File: src/rtl/mw_erase_pkg.sv
// Shared types and constants for the serial EEPROM erase sequencer.
// Assumes: nothing beyond IEEE 1800-2017 packages.
package mw_erase_pkg;

    // Sequencer phases, in the order an operation visits them.
    typedef enum logic [2:0] {
        ST_IDLE,   // waiting for a start strobe
        ST_SHIFT,  // clocking out start bit, opcode and address
        ST_DROP,   // serial clock low, chip select goes low (launch)
        ST_LOWW,   // holding chip select low for the minimum time
        ST_POLL,   // chip select high, sampling ready/busy
        ST_CLRS,   // one clock pulse with data 1 to clear the status
        ST_CLRD,   // chip select low after the clear (or after a timeout)
        ST_ENDW    // final minimum low time, then report
    } mw_state_e;

    // Header sent ahead of the address: start bit then erase opcode.
    localparam logic [2:0] ERASE_HDR = 3'b111;

    // Number of serial bits in one erase frame.
    function automatic int frame_bits(input int aw);
        return aw + 3;
    endfunction

endpackage

File: src/rtl/mw_tick_gen.sv
// Divider that produces one-cycle ticks every DIV system cycles while enabled.
// Assumes: DIV >= 1; the count restarts from zero whenever en_i is low, so the
// first tick comes DIV cycles after enabling.
module mw_tick_gen #(
    parameter int DIV = 4
) (
    input  logic clk,
    input  logic rst_n,
    input  logic en_i,
    output logic tick_o
);
    localparam int CW = (DIV > 1) ? $clog2(DIV) : 1;
    localparam logic [CW-1:0] LAST = CW'(DIV - 1);

    logic [CW-1:0] cnt_q;

    // Count system cycles up to the divider limit, restarting when idle.
    always_ff @(posedge clk) begin
        if (!rst_n || !en_i) begin
            cnt_q <= '0;
        end else if (cnt_q == LAST) begin
            cnt_q <= '0;
        end else begin
            cnt_q <= cnt_q + 1'b1;
        end
    end

    assign tick_o = en_i && (cnt_q == LAST);

endmodule

File: src/rtl/mw_wait_timer.sv
// Saturating cycle counter: done_o is high once LIMIT cycles of en_i have been
// counted since the last clear (the clear cycle counts as the first).
// Assumes: LIMIT >= 1; clr_i has priority over en_i.
module mw_wait_timer #(
    parameter int LIMIT = 32
) (
    input  logic clk,
    input  logic rst_n,
    input  logic clr_i,
    input  logic en_i,
    output logic done_o
);
    localparam int CW = (LIMIT > 1) ? $clog2(LIMIT) : 1;
    localparam logic [CW-1:0] TOP = CW'(LIMIT - 1);

    logic [CW-1:0] cnt_q;

    // Advance while enabled and stop at the limit.
    always_ff @(posedge clk) begin
        if (!rst_n || clr_i) begin
            cnt_q <= '0;
        end else if (en_i && (cnt_q != TOP)) begin
            cnt_q <= cnt_q + 1'b1;
        end
    end

    assign done_o = (cnt_q == TOP);

endmodule

File: src/rtl/mw_frame_shift.sv
// Frame register for one erase: loads header plus address and presents the
// current serial bit, most significant first.
// Assumes: adv_i is never raised while last_o is high.
module mw_frame_shift
    import mw_erase_pkg::*;
#(
    parameter int ADDR_W = 7
) (
    input  logic              clk,
    input  logic              rst_n,
    input  logic              load_i,
    input  logic [ADDR_W-1:0] addr_i,
    input  logic              adv_i,
    output logic              bit_o,
    output logic              last_o,
    output logic              pre_last_o
);
    localparam int NB = frame_bits(ADDR_W);
    localparam int IW = $clog2(NB);

    logic [NB-1:0] sr_q;
    logic [IW-1:0] idx_q;

    // Load a new frame or move on to the next bit.
    always_ff @(posedge clk) begin
        if (!rst_n) begin
            sr_q  <= '0;
            idx_q <= '0;
        end else if (load_i) begin
            sr_q  <= {ERASE_HDR, addr_i};
            idx_q <= '0;
        end else if (adv_i) begin
            sr_q  <= {sr_q[NB-2:0], 1'b0};
            idx_q <= idx_q + 1'b1;
        end
    end

    assign bit_o      = sr_q[NB-1];
    assign last_o     = (idx_q == IW'(NB - 1));
    assign pre_last_o = (idx_q == IW'(NB - 2));

    // the frame never advances beyond its final bit.
    p_no_overrun_r3: assert property (@(posedge clk) disable iff (!rst_n)
        adv_i |-> !last_o);

endmodule

File: src/rtl/mw_erase_ctrl.sv
// Top of the serial EEPROM erase sequencer. Sends start bit, erase opcode and
// address, launches the self-timed cycle by dropping chip select, polls
// ready/busy with chip select high, clears the status with a start bit and a
// deselect, then reports done or a timeout error.
// Assumes: the memory drives mw_do_i from its own state and chip select and
// settles within CLK_DIV cycles after chip select rises.
module mw_erase_ctrl
    import mw_erase_pkg::*;
#(
    parameter int ADDR_W        = 7,
    parameter int CLK_DIV       = 4,
    parameter int CLK_PERIOD_PS = 8000,
    parameter int CSL_MIN_PS    = 250000,
    parameter int TIMEOUT_CYC   = 800000
) (
    input  logic              clk,
    input  logic              rst_n,
    input  logic              start_i,
    input  logic [ADDR_W-1:0] addr_i,
    input  logic              early_launch_i,
    output logic              busy_o,
    output logic              done_o,
    output logic              err_o,
    output logic              wcyc_o,
    output logic              mw_cs_o,
    output logic              mw_sk_o,
    output logic              mw_di_o,
    input  logic              mw_do_i
);
    localparam int CSL_RAW = (CSL_MIN_PS + CLK_PERIOD_PS - 1) / CLK_PERIOD_PS;
    localparam int CSL_CYC = (CSL_RAW < 1) ? 1 : CSL_RAW;

    mw_state_e state_q;
    logic      cs_q, sk_q, busy_q, done_q, err_q, wcyc_q, fail_q;
    logic      tick, tick_en;
    logic      low_clr, low_en, low_done;
    logic      to_clr, to_done;
    logic      sh_load, sh_adv, sh_bit, sh_last, sh_prelast;

    assign tick_en = (state_q == ST_SHIFT) || (state_q == ST_POLL) || (state_q == ST_CLRS);
    assign low_clr = (state_q == ST_DROP) || (state_q == ST_CLRD);
    assign low_en  = (state_q == ST_LOWW) || (state_q == ST_ENDW);
    assign to_clr  = (state_q == ST_IDLE);
    assign sh_load = (state_q == ST_IDLE) && start_i;
    assign sh_adv  = (state_q == ST_SHIFT) && tick && sk_q && !sh_last;

    mw_tick_gen #(.DIV(CLK_DIV)) u_tick (
        .clk(clk), .rst_n(rst_n), .en_i(tick_en), .tick_o(tick)
    );

    mw_wait_timer #(.LIMIT(CSL_CYC)) u_low_timer (
        .clk(clk), .rst_n(rst_n), .clr_i(low_clr), .en_i(low_en), .done_o(low_done)
    );

    mw_wait_timer #(.LIMIT(TIMEOUT_CYC)) u_timeout (
        .clk(clk), .rst_n(rst_n), .clr_i(to_clr), .en_i(wcyc_q), .done_o(to_done)
    );

    mw_frame_shift #(.ADDR_W(ADDR_W)) u_frame (
        .clk(clk), .rst_n(rst_n), .load_i(sh_load), .addr_i(addr_i),
        .adv_i(sh_adv), .bit_o(sh_bit), .last_o(sh_last), .pre_last_o(sh_prelast)
    );

    // Select the serial data: frame bit while shifting, 1 for the clear pulse.
    always_comb begin
        case (state_q)
            ST_SHIFT: mw_di_o = sh_bit;
            ST_CLRS:  mw_di_o = 1'b1;
            default:  mw_di_o = 1'b0;
        endcase
    end

    // Sequence one erase operation from strobe to report.
    always_ff @(posedge clk) begin
        if (!rst_n) begin
            state_q <= ST_IDLE;
            cs_q    <= 1'b0;
            sk_q    <= 1'b0;
            busy_q  <= 1'b0;
            done_q  <= 1'b0;
            err_q   <= 1'b0;
            wcyc_q  <= 1'b0;
            fail_q  <= 1'b0;
        end else begin
            done_q <= 1'b0;
            err_q  <= 1'b0;
            if (to_done && ((state_q == ST_LOWW) || (state_q == ST_POLL))) begin
                cs_q    <= 1'b0;
                fail_q  <= 1'b1;
                state_q <= ST_CLRD;
            end else begin
                case (state_q)
                    ST_IDLE: begin
                        if (start_i) begin
                            cs_q    <= 1'b1;
                            busy_q  <= 1'b1;
                            fail_q  <= 1'b0;
                            state_q <= ST_SHIFT;
                        end
                    end
                    ST_SHIFT: begin
                        if (tick && !sk_q) begin
                            sk_q <= 1'b1;
                            if (early_launch_i && sh_prelast) begin
                                wcyc_q <= 1'b1;
                            end
                        end else if (tick && sk_q) begin
                            sk_q <= 1'b0;
                            if (sh_last) begin
                                state_q <= ST_DROP;
                            end
                        end
                    end
                    ST_DROP: begin
                        cs_q    <= 1'b0;
                        wcyc_q  <= 1'b1;
                        state_q <= ST_LOWW;
                    end
                    ST_LOWW: begin
                        if (low_done) begin
                            cs_q    <= 1'b1;
                            state_q <= ST_POLL;
                        end
                    end
                    ST_POLL: begin
                        if (tick && mw_do_i) begin
                            state_q <= ST_CLRS;
                        end
                    end
                    ST_CLRS: begin
                        if (tick && !sk_q) begin
                            sk_q <= 1'b1;
                        end else if (tick && sk_q) begin
                            sk_q    <= 1'b0;
                            state_q <= ST_CLRD;
                        end
                    end
                    ST_CLRD: begin
                        cs_q    <= 1'b0;
                        state_q <= ST_ENDW;
                    end
                    ST_ENDW: begin
                        if (low_done) begin
                            busy_q  <= 1'b0;
                            wcyc_q  <= 1'b0;
                            done_q  <= !fail_q;
                            err_q   <= fail_q;
                            state_q <= ST_IDLE;
                        end
                    end
                    default: state_q <= ST_IDLE;
                endcase
            end
        end
    end

    assign mw_cs_o = cs_q;
    assign mw_sk_o = sk_q;
    assign busy_o  = busy_q;
    assign done_o  = done_q;
    assign err_o   = err_q;
    assign wcyc_o  = wcyc_q;

    // ---------------- assertions ----------------
    localparam int LW = $clog2(CSL_CYC + 2);
    logic [LW-1:0] low_run_q;
    logic          seen_hi_q;

    // Track how long chip select has been low, for the minimum-low check.
    always_ff @(posedge clk) begin
        if (!rst_n) begin
            low_run_q <= '0;
            seen_hi_q <= 1'b0;
        end else begin
            seen_hi_q <= seen_hi_q || cs_q;
            if (cs_q) begin
                low_run_q <= '0;
            end else if (low_run_q != LW'(CSL_CYC)) begin
                low_run_q <= low_run_q + 1'b1;
            end
        end
    end

    // chip select low for at least the minimum time before each re-rise.
    p_cs_low_min_r5: assert property (@(posedge clk) disable iff (!rst_n)
        ($rose(mw_cs_o) && seen_hi_q) |-> (low_run_q >= LW'(CSL_CYC)));

    // no serial clock while deselected.
    p_sk_needs_cs_r5: assert property (@(posedge clk) disable iff (!rst_n)
        !mw_cs_o |-> !mw_sk_o);

    // data toward the memory is steady across each clock rise.
    p_di_hold_r4: assert property (@(posedge clk) disable iff (!rst_n)
        $rose(mw_sk_o) |-> $stable(mw_di_o));

    // busy only ends together with a report.
    p_busy_end_r2: assert property (@(posedge clk) disable iff (!rst_n)
        $fell(busy_o) |-> (done_o || err_o));

    // done and error never together.
    p_report_excl_r10: assert property (@(posedge clk) disable iff (!rst_n)
        !(done_o && err_o));

    // done lasts one cycle.
    p_done_single_r10: assert property (@(posedge clk) disable iff (!rst_n)
        done_o |=> !done_o);

    // every chip-select fall happens with the write cycle already marked.
    p_launch_marked_r8: assert property (@(posedge clk) disable iff (!rst_n)
        $fell(mw_cs_o) |-> wcyc_o);

endmodule

File: config.mk
export PLATFORM = sky130hd
export DESIGN_NAME = mw_erase_ctrl
export DESIGN_NICKNAME = d
export VERILOG_FILES = /design/src/rtl/mw_erase_pkg.sv /design/src/rtl/mw_tick_gen.sv /design/src/rtl/mw_wait_timer.sv /design/src/rtl/mw_frame_shift.sv /design/src/rtl/mw_erase_ctrl.sv
export SDC_FILE = /design/constraint.sdc
export NUM_CORES = 1
export LEC_CHECK = 0
export ABC_CLOCK_PERIOD_IN_PS = 4800
export BUFFER_PORTS_ARGS = -buffer_cell sky130_fd_sc_hd__buf_2
export CAP_MARGIN = 40
export CELL_PAD_IN_SITES_DETAIL_PLACEMENT = 1
export CELL_PAD_IN_SITES_GLOBAL_PLACEMENT = 2
export CORE_MARGIN = 2
export CORE_UTILIZATION = 39
export DETAILED_ROUTE_END_ITERATION = 12
export HOLD_SLACK_MARGIN = 0.15
export MAX_ROUTING_LAYER = met4
export PLACE_DENSITY_LB_ADDON = 0.1
export SYNTH_ARGS = -nofsm -noshare
export SYNTH_HDL_FRONTEND = slang
export SYNTH_SLANG_ARGS = --single-unit
File: constraint.sdc
create_clock -name clk -period 4.8 [get_ports clk]
set_input_delay 1.44 -clock clk [delete_from_list [all_inputs] [get_ports clk]]
set_output_delay 1.44 -clock clk [all_outputs]
set_load 0.03 [all_outputs]
==> impl_metrics.ini <==
[status]
status = finished clean

[worst_hold_path]
whs_path_depth = 2
worstHoldStart = fail_q
hold_end = err_o
min_path_type = reg -> reg

[drt]
drt_pass1_iterations = 4
drc = 0
ant_nets = 0
drt_iter0_drc = 61
wirelength_mm = 5.80
viasPerCell = 5.53
via_count = 2130
wl_per_cell_microns = 15.1

[timing]
grt_setup_unrepaired = false
slew_viol_final = 0
setup_tns_ns = 0
finalClockSkew_ns = 0.0106
max_freq_mhz = 322
hold_ws_ns = 0.455
finalHoldViolations = 0
tightest_slew_ns = 0.655
fin_crit_sh_pct = 64.8
finalSetupViolCount = 0
slew_headroom_pct = 56.3
finalCriticalPeriod_ns = 3.11

[synth]
synth_area_leaders = dfxtp_1 40%, mux2i_1 5.9%, a21oi_1 4.9%
synthFlopType = dfxtp_1
ys_ff_latch = 51
yosysUniqueCellTypes = 50
synth.net_count = 318
yosysWarnings = 0
netlist.area_leader.share_pct = 39.8
avgSynthCellArea_sq_um = 8.58
netlist_area_sq_um = 2570
syn_inst = 299
async_reset_ff_share_pct = 0
synth_edf_count = 0
seq_area_frac_synth_pct = 39.8
synth_area_leader_cell = dfxtp_1

[die]
die_w_microns = 85.1
coreArea_sq_um = 6350
die_y_microns = 85.1
die_area_sq_um = 7240
rows = 29
start_util_pct = 40.4
io-pin-count = 19

[cts]
clock_path_buffers = 2
clock_sinks = 51
post-cts-setup-buffer-count = 0
cts_hold_buf = 0
clk_pin_slew_ns = 0.08
cts_buffers = 5
cts.htree.levels = 2
root_buffer = clkbuf_8
cts_tree = done
cts-resized-gates = 0
clock_latency_ns = 0.30

[setup_path]
cp_num_buf_inv = 2
reg2reg_from = u_timeout.cnt_q[16]
worst-path-max-fanout = 15
start_kind = register
end_kind = output pin
crit_family = flip-flops
timing.critical_path.cells = nor2b_1 > inv_1 > nor2_1 > buf_2
required_ns = 3.36
reg2regPathDepth = 5
reg2reg_slack_ns = 2.59
r2r-end = done_o
critPathKind = reg -> out
critPathSlowestCell = dfxtp_1
critPathMaxStageDelay_ns = 0.61
worstPathArrival_ns = 1.67

[power_and_ir_drop]
p_total_uw = 743
leakage_uw = 0.000990
clkPwrFrac_pct = 34.1
peakVddDrop_v = 0.000136
p_int_uw = 564
combPwrFrac_pct = 6.3
p_switching_uw = 178
switching_share_pct = 24.0
seqPwrFrac_pct = 59.5
power_density_nw_per_um2 = 267

[grt]
first_global_vias = 2127
grt_pass1_wl_mm = 9.99
antenna_found_initial = 0
grt-ovfl-total = 0
grt_max_degree = 29
grt_usage_pct = 17.5

[finish]
antenna_cells = 0
nNetsFinal = 327
fillers = 765
syn2layout_area_growth_pct = 8.24
fin_area_sq_um = 2780
fin_util_pct = 43.7
drive_gt1_share_pct = 11.0

[flow_run]
max_cap_violations = 0

[placed_design]
placedInstanceArea_sq_um = 2690
dpl.hpwl_mm = 4.07
gp_congestion = 0.757
portBuffers = 18
## Yosys cell counts (2+ instances only)
library cell,number
nand3_1,12
mux2i_1,15
a21oi_1,25
a2111o_1,2
a31oi_1,3
buf_2,3
xnor2_1,6
ha_1,7
dfxtp_1,51
o31ai_1,4
o31a_1,2
or4b_2,2
nor3_1,4
a211oi_1,4
nor2b_1,10
o21ai_0,14
nand3b_1,2
and2_1,4
nor4_1,3
or4_1,8
inv_1,12
o22ai_1,3
a21boi_0,6
nand2b_1,6
clkbuf_1,14
a22o_1,2
nand2_1,30
and3_1,4
nand4b_1,2
nor2_1,17
nand4_1,3
## metal layers
metal	up-vias	GRT usage, %	share of wire, %
met1	1001	22.0	49
met4	0	3.90	0.97
met3	6	3.21	2.1
li1	1101	-	-
met2	22	29.5	48
met5	-	-	0
## power groups by stage
stage	Sequential [uW]	Combinational, uW	Clock, uW
detailed placement	452	48.0	0
global route	444	53.3	280
finish	442	47.0	254
global placement	452	46.7	0
floorplan	451	32.1	0
CTS	442	48.1	269
## state kept, by name, indices dropped and copies added, names as in the netlist
signal,count
fail_q,1
state_q,3
mw_sk_o,1
u_timeout.cnt_q,20
u_tick.cnt_q,2
err_o,1
u_low_timer.cnt_q,5
wcyc_o,1
mw_cs_o,1
done_o,1
u_frame.idx_q,4
u_frame.sr_q,10
busy_o,1
## tightest hold or removal path, cell delays in order (launching register included)
cell	delay [ns]
dfxtp_1	0.33
nand2_1	0.06
nor2_1	0.03
## cells in the final DEF, fill, tap and decap left out, types with 3 or more instances in the layout
| cell | instances |
|---|---|
| xnor2_1 | 6 |
| clkbuf_8 | 6 |
| a21oi_1 | 25 |
| buf_2 | 19 |
| a211oi_1 | 4 |
| a31oi_1 | 3 |
| mux2i_1 | 15 |
| nor2b_1 | 10 |
| nand3_1 | 12 |
| o21ai_0 | 14 |
| nor3_1 | 4 |
| nand2_1 | 30 |
| or4_1 | 8 |
| and3_1 | 4 |
| o22ai_1 | 3 |
| inv_1 | 12 |
| ha_1 | 7 |
| dfxtp_1 | 51 |
| a21boi_0 | 6 |
| nand2b_1 | 6 |
| nor4_1 | 3 |
| and2_1 | 4 |
| nor2_1 | 17 |
| nand4_1 | 3 |
| o31ai_1 | 4 |
## layout make-up
class | instances | area (sq um) | area share [%]
multi-input combinational | 218 | 1430 | 51.3
sequential | 51 | 1020 | 36.8
timing repair buffer | 20 | 103 | 3.69
tap | 77 | 96.3 | 3.47
clock buffer | 6 | 82.6 | 2.97
inverter | 12 | 45.0 | 1.62
clock inverter | 1 | 5.00 | 0.180
## cell families after synthesis
family | after synthesis | share of synthesized area, %
AND/OR/NAND/NOR | 116 | 25.6
AO/OA/AOI/OAI | 74 | 18.6
flip-flops | 51 | 39.8
buffers and inverters | 30 | 4.68
multiplexers | 15 | 5.85
adder cells (fa/ha/maj) | 7 | 3.41
XOR/XNOR | 6 | 2.05
## how the worst max path moves through the flow
stage,slack [ns],depth (start not counted),end,start
3_3_place_gp,1.75,4,u_timeout.cnt_q[7],rst_n
4_1_cts,1.66,4,mw_di_o,state_q[0]
6_report,1.69,4,mw_di_o,state_q[0]
3_5_place_dp,1.72,4,u_timeout.cnt_q[7],rst_n
5_1_grt,1.54,4,mw_di_o,state_q[0]
2_1_floorplan,1.97,4,mw_di_o,state_q[0]
## metrics by stage
| stage | worst slack (ns) | std cells |
|---|---|---|
| 6_report | 1.69 | 385 |
| 4_1_cts | 1.66 | 385 |
| 3_3_place_gp | 1.75 | 377 |
| 3_5_place_dp | 1.72 | 378 |
| 5_1_grt | 1.54 | 385 |
| 2_1_floorplan | 1.97 | 299 |
(Power assumes the default switching activity.)
